$ cat src/rtl/refresh_sched_pkg.sv
package refresh_sched_pkg;

    typedef enum logic {
        RS_IDLE = 1'b0,
        RS_HOLD = 1'b1
    } req_state_e;

    function automatic int idx_width(input int n);
        return (n > 1) ? $clog2(n) : 1;
    endfunction

endpackage

$ cat src/rtl/refresh_rank_timers.sv
module refresh_rank_timers #(
    parameter int NUM_RANKS = 4,
    parameter int INTERVAL  = 40,
    parameter int RANK_W    = 2,
    parameter int CNT_W     = 6
) (
    input  logic              clk,
    input  logic              rst_n,
    output logic              expire,
    output logic [RANK_W-1:0] exp_ptr,
    output logic [CNT_W-1:0]  cur_cnt
);
    localparam int STAGGER = INTERVAL / NUM_RANKS;

    logic [CNT_W-1:0] cnt [NUM_RANKS];
    logic [RANK_W-1:0] ptr_q;

    always_comb begin
        cur_cnt = '0;
        for (int k = 0; k < NUM_RANKS; k++) begin
            if (ptr_q == RANK_W'(k)) cur_cnt = cnt[k];
        end
    end

    assign expire  = (cur_cnt == '0);
    assign exp_ptr = ptr_q;

    generate
        for (genvar i = 0; i < NUM_RANKS; i++) begin : g_rank
            localparam logic [CNT_W-1:0] START_VAL = CNT_W'(STAGGER * (i + 1));
            logic hit;
            assign hit = expire && (ptr_q == RANK_W'(i));
            always_ff @(posedge clk) begin
                if (!rst_n) begin
                    cnt[i] <= START_VAL;
                end else if (hit) begin
                    cnt[i] <= CNT_W'(INTERVAL - 1);
                end else if (cnt[i] != '0) begin
                    cnt[i] <= cnt[i] - 1'b1;
                end
            end
        end
    endgenerate

    always_ff @(posedge clk) begin
        if (!rst_n) begin
            ptr_q <= '0;
        end else if (expire) begin
            if (ptr_q == RANK_W'(NUM_RANKS - 1)) ptr_q <= '0;
            else                                 ptr_q <= ptr_q + 1'b1;
        end
    end
endmodule

$ cat src/rtl/refresh_wait_flags.sv
module refresh_wait_flags #(
    parameter int NUM_RANKS = 4
) (
    input  logic                 clk,
    input  logic                 rst_n,
    input  logic [NUM_RANKS-1:0] set_vec,
    input  logic [NUM_RANKS-1:0] clr_vec,
    output logic [NUM_RANKS-1:0] waiting
);
    generate
        for (genvar i = 0; i < NUM_RANKS; i++) begin : g_flag
            always_ff @(posedge clk) begin
                if (!rst_n)          waiting[i] <= 1'b0;
                else if (set_vec[i]) waiting[i] <= 1'b1;
                else if (clr_vec[i]) waiting[i] <= 1'b0;
            end
        end
    endgenerate
endmodule

$ cat src/rtl/refresh_req_fsm.sv
module refresh_req_fsm
    import refresh_sched_pkg::*;
#(
    parameter int NUM_RANKS = 4,
    parameter int RANK_W    = 2
) (
    input  logic                 clk,
    input  logic                 rst_n,
    input  logic [NUM_RANKS-1:0] waiting,
    input  logic                 ack,
    output logic                 req,
    output logic [RANK_W-1:0]    req_rank,
    output logic [NUM_RANKS-1:0] clr_vec
);
    req_state_e state_q, state_d;
    logic [RANK_W-1:0] srv_q;
    logic srv_waiting;
    logic retire;

    always_comb begin
        srv_waiting = 1'b0;
        for (int k = 0; k < NUM_RANKS; k++) begin
            if (srv_q == RANK_W'(k)) srv_waiting = waiting[k];
        end
    end

    always_comb begin
        state_d = state_q;
        unique case (state_q)
            RS_IDLE: if (srv_waiting) state_d = RS_HOLD;
            RS_HOLD: if (ack)         state_d = RS_IDLE;
            default:                  state_d = RS_IDLE;
        endcase
    end

    assign retire = (state_q == RS_HOLD) && ack;

    always_ff @(posedge clk) begin
        if (!rst_n) begin
            state_q <= RS_IDLE;
            srv_q   <= '0;
        end else begin
            state_q <= state_d;
            if (retire) begin
                if (srv_q == RANK_W'(NUM_RANKS - 1)) srv_q <= '0;
                else                                 srv_q <= srv_q + 1'b1;
            end
        end
    end

    always_comb begin
        req      = 1'b0;
        req_rank = srv_q;
        clr_vec  = '0;
        unique case (state_q)
            RS_IDLE: req = 1'b0;
            RS_HOLD: begin
                req = 1'b1;
                for (int k = 0; k < NUM_RANKS; k++) begin
                    clr_vec[k] = ack && (srv_q == RANK_W'(k));
                end
            end
            default: req = 1'b0;
        endcase
    end
endmodule

$ cat src/rtl/refresh_sched.sv
module refresh_sched
    import refresh_sched_pkg::*;
#(
    parameter int NUM_RANKS    = 4,
    parameter int T_REFRESH_PS = 40000,
    parameter int T_CLK_PS     = 1000,
    parameter int RANK_W       = idx_width(NUM_RANKS)
) (
    input  logic              clk,
    input  logic              rst_n,
    input  logic              ref_ack,
    output logic              ref_req,
    output logic [RANK_W-1:0] ref_rank
);
    localparam int INTERVAL = T_REFRESH_PS / T_CLK_PS;
    localparam int CNT_W    = $clog2(INTERVAL + 1);

    logic                 expire;
    logic [RANK_W-1:0]    exp_ptr;
    logic [CNT_W-1:0]     cur_cnt;
    logic [NUM_RANKS-1:0] set_vec;
    logic [NUM_RANKS-1:0] clr_vec;
    logic [NUM_RANKS-1:0] waiting;

    refresh_rank_timers #(
        .NUM_RANKS(NUM_RANKS), .INTERVAL(INTERVAL), .RANK_W(RANK_W), .CNT_W(CNT_W)
    ) u_timers (
        .clk(clk), .rst_n(rst_n), .expire(expire), .exp_ptr(exp_ptr), .cur_cnt(cur_cnt)
    );

    generate
        for (genvar i = 0; i < NUM_RANKS; i++) begin : g_set
            assign set_vec[i] = expire && (exp_ptr == RANK_W'(i));
        end
    endgenerate

    refresh_wait_flags #(.NUM_RANKS(NUM_RANKS)) u_flags (
        .clk(clk), .rst_n(rst_n), .set_vec(set_vec), .clr_vec(clr_vec), .waiting(waiting)
    );

    refresh_req_fsm #(.NUM_RANKS(NUM_RANKS), .RANK_W(RANK_W)) u_fsm (
        .clk(clk), .rst_n(rst_n), .waiting(waiting), .ack(ref_ack),
        .req(ref_req), .req_rank(ref_rank), .clr_vec(clr_vec)
    );
endmodule

$ cat config.mk
export PLATFORM = sky130hd
export DESIGN_NAME = refresh_sched
export DESIGN_NICKNAME = d
export VERILOG_FILES = /design/src/rtl/refresh_sched_pkg.sv /design/src/rtl/refresh_rank_timers.sv /design/src/rtl/refresh_wait_flags.sv /design/src/rtl/refresh_req_fsm.sv /design/src/rtl/refresh_sched.sv
export SDC_FILE = /design/constraint.sdc
export NUM_CORES = 1
export LEC_CHECK = 0
export ABC_AREA = 1
export BUFFER_PORTS_ARGS = -buffer_cell sky130_fd_sc_hd__buf_2
export CORE_UTILIZATION = 27
export CTS_CLUSTER_DIAMETER = 40
export DETAILED_ROUTE_END_ITERATION = 8
export PLACE_DENSITY = 0.39
export SLEW_MARGIN = 20
export SYNTH_ARGS = -nofsm -noshare
export SYNTH_HDL_FRONTEND = slang
export SYNTH_SLANG_ARGS = --single-unit
$ cat constraint.sdc
create_clock -name clk -period 4.04 [get_ports clk]
set_input_delay 0.202 -clock clk [delete_from_list [all_inputs] [get_ports clk]]
set_output_delay 0.202 -clock clk [all_outputs]
set_load 0.01 [all_outputs]
==> summary.txt <==
Synthesis
  – Synth top area share: between 30% and 40%
  – Asr flop ratio synth: 0%
  – Synth warnings: 0
  – Synth Cell Area: about 2000 sq um
  – Area contributors post-synth: edfxtp_1 36%, ha_1 9.3%, dfxtp_1 9.0%
  – Seq/Total Area, Yosys: between 40% and 50%
  – Top post-synthesis cells by count: 48 x nand2_1, 34 x inv_1, 24 x edfxtp_1, 18 x nor2_1, 15 x ha_1
  – Syn nets: about 250
  – Yosys reg bits: 33
  – Count leader, synth: nand2_1
  – Distinct cell type count after synthesis: 27
  – Mapped Cells: ~230
  – EDFF count, synth: 24
  – Top_reg_cell synth: edfxtp_1
  – Synth area leader: edfxtp_1
  – Syn avg cell area: 8.62 sq um

Setup path
  – Critical Path RT: 4.01 ns
  – Arrival time at the worst endpoint: ~2.1 ns
  – CP Launch Type: register
  – R2R cell count: 10
  – Reg2reg start: u_timers.exp_ptr[0]$_SDFFE_PN0N_
  – Worst setup path category: register to register
  – Worst Path Buf+Inv: 2
  – CP max stage delay: between 0.3 and 0.4 ns
  – Cells along the critical path: inv_1 > ha_1 > nand2_1 > nor3_1 > nor2_1 > nand2_4 > nand3_2 > nand2_1 > inv_1 > nand2_1
  – CP Capture Type: register
  – Crit Path Max Fanout: 7
  – Most frequent cell on the critical path: nand2_1
  – CP delay by family, top: simple AND/OR/NAND/NOR gates
  – R2R setup slack: about 1.9 ns
  – Slowest CP cell: dfxtp_1
  – Worst flop-to-flop path endpoint: u_timers.cnt[3][5]$_SDFFCE_PN1P_

Hold path
  – Hold path cells: 3
  – Min-Delay Path Class: input pin to register
  – Worst Hold End: u_fsm.req_rank[1]$_SDFFE_PN0P_
  – Min-Delay Startpoint: ref_ack

Power
  – Sw frac: between 30% and 40%
  – Clk network pwr share: between 20% and 30%
  – Int Pwr: between 0.9 and 1 mW
  – PD cells: ~640 nW/um^2
  – Sw power: approximately 0.54 mW
  – Combinational power share: between 30% and 40%
  – VDD IR max: between 0.0002 and 0.0003 V
  – Seq pwr share: 40.4%
  – Static leakage: 1.01 nW

Routing
  – DR iter-0 viols: between 40 and 50
  – Vias/cell: between 4 and 5
  – Via count: 1,508
  – WL final: ~3.8 mm
  – Drt drc: 0
  – Detailed-router iteration count before antenna repair: 4
  – Avg WL per Cell: roughly 11 um
  – Antenna Nets Post-Route: 0

STA
  – Fin crit share: about 53%
  – Max_slew headroom: 68.0%
  – Final setup violating endpoints: 0
  – Slew Viols, Final: 0
  – Final-report hold violation count: 0
  – Fmax: about 0.46 GHz
  – Setup TNS: 0 ns
  – Worst Skew: around 0.0081 ns
  – RSZ-0062 raised after global routing: no
  – Slew @ Worst Pin: around 0.48 ns
  – Crit path time final: approximately 2.2 ns
  – Worst hold slack: 0.302 ns

Final layout
  – Post-layout util: a little under a third
  – Share of cells above drive strength 1: between 10% and 20%
  – Fillers: between 800 and 900
  – NumNets Final: 260
  – Layout Area Growth over Synthesis: 12.6%
  – Antenna cell count: 0

Global routing
  – Gr usage total: 11.2%
  – Initial antenna violation count: 0
  – Vias in the first global route: ~1.5k
  – Largest net degree at the start of global routing: 27
  – First-pass GRT wire length: between 6 and 7 mm
  – Grt ovf: 0

CTS
  – CTS tree: done
  – Worst-path clk slew: 0.07 ns
  – Inserted Clock Buffers: 5
  – Maximum buffer depth of the clock tree: 2
  – Post-CTS Setup Bufs: 0
  – H-tree Lvls: 2
  – Cts-stage hold buffer count: 0
  – Clock latency on the worst-skew pair: between 0.2 and 0.3 ns
  – TritonCTS Sinks: 33
  – PostCTS Resize Cnt: 0
  – Root Driver: clkbuf_8

Placed design
  – Post-DP HPWL: about 2.9 mm
  – IO Port Bufs: 5
  – Placer congestion estimate: approximately 0.74

Status
  – Status: completed

Floorplan
  – Chip height: approximately 88 um
  – Die Span X: ~90 um
  – Die ar.: between 7000 and 8000 sq um
  – Row cnt: 31
  – Core area: about 7000 sq um
  – Initial core utilization: between 20% and 30%
  – Num ports: 6

Flow run
  – Maximum capacitance violations: 0
-- power by group through the flow --
| stage | sequential, mW | clock [mW] | combinational (mW) |
|---|---|---|---|
| after global placement | 0.598 | 0 | 0.565 |
| after CTS | 0.591 | 0.333 | 0.553 |
| final | 0.588 | 0.324 | 0.544 |
| after detailed placement | 0.597 | 0 | 0.549 |
| after global routing | 0.605 | 0.344 | 0.640 |
| after floorplan | 0.583 | 0 | 0.436 |
-- metal layers --
layer  GRT usage, %  share of wire, %  vias up
met2           18.6                46       21
li1               -                 -      790
met5              0                 0        -
met1           13.6                49      688
met3           2.24               2.8        9
met4           6.16               2.3        0
-- state kept, by name, summed over array words and instances, names as in the netlist --
signal	cells
u_flags.waiting	4
u_fsm.req_rank	2
u_fsm.state_q	1
u_timers.cnt	24
u_timers.exp_ptr	2
-- worst register-to-register path, delay by kind of cell, from the launching register on --
family / cells / cell delay, ns
adder cells (fa/ha/maj): 1 / 0.27
AND/OR/NAND/NOR: 7 / 1.05
buffers and inverters: 2 / 0.17
flip-flops: 1 / 0.35
-- cells in the final DEF, fill, tap and decap left out, types with 9 or more instances in the layout --
cell type   n
inv_1      34
dfxtp_1     9
nand4_1    14
ha_1       15
nand3_1    14
a21oi_1    11
edfxtp_1   24
nand2_1    48
xor2_1      9
nor2_1     18
-- logic make-up (layout without fill, tap and decap cells) --
family | Yosys count | in the layout | synth area share [%]
AO/OA/AOI/OAI | 22 | 22 | 6.29
XOR/XNOR | 12 | 12 | 5.23
adder cells (fa/ha/maj) | 15 | 15 | 9.35
buffers and inverters | 39 | 49 | 7.29
flip-flops | 33 | 33 | 44.9
AND/OR/NAND/NOR | 112 | 112 | 27.0
-- layout make-up --
cell class	count	area, sq um	share of cell area [%]
multi-input cells	161	961	42.5
inverters	36	135	5.97
well taps	99	124	5.48
repair buffers	5	25.0	1.11
flip-flops and latches	33	901	39.8
clock inverters	1	30.0	1.33
clock buffers	7	86.3	3.82
-- through the flow --
step | cells | total power, mW | cell area [sq um] | setup slack [ns]
after floorplan | 233 | 1.02 | 2010 | 2.22
after global placement | 334 | 1.16 | 2150 | 1.89
after detailed placement | 334 | 1.15 | 2150 | 1.90
after CTS | 342 | 1.48 | 2260 | 1.89
after global routing | 342 | 1.59 | 2260 | 1.69
final | 342 | 1.46 | 2260 | 1.89
-- worst max path at each step --
stage               cells after the start                                to                        startpoint
floorplan                              11      u_timers.cnt[1][0]$_DFFE_PP_  u_timers.exp_ptr[0]$_SDFFE_PN0N_
global placement                       10      u_timers.cnt[3][1]$_DFFE_PP_  u_timers.exp_ptr[0]$_SDFFE_PN0N_
detailed placement                     11      u_timers.cnt[1][5]$_DFFE_PP_  u_timers.exp_ptr[0]$_SDFFE_PN0N_
CTS                                    11      u_timers.cnt[1][1]$_DFFE_PP_  u_timers.exp_ptr[0]$_SDFFE_PN0N_
global route                           11      u_timers.cnt[1][1]$_DFFE_PP_  u_timers.exp_ptr[0]$_SDFFE_PN0N_
finish                                 10  u_timers.cnt[3][5]$_SDFFCE_PN1P_  u_timers.exp_ptr[0]$_SDFFE_PN0N_
(Power assumes the default switching activity.)
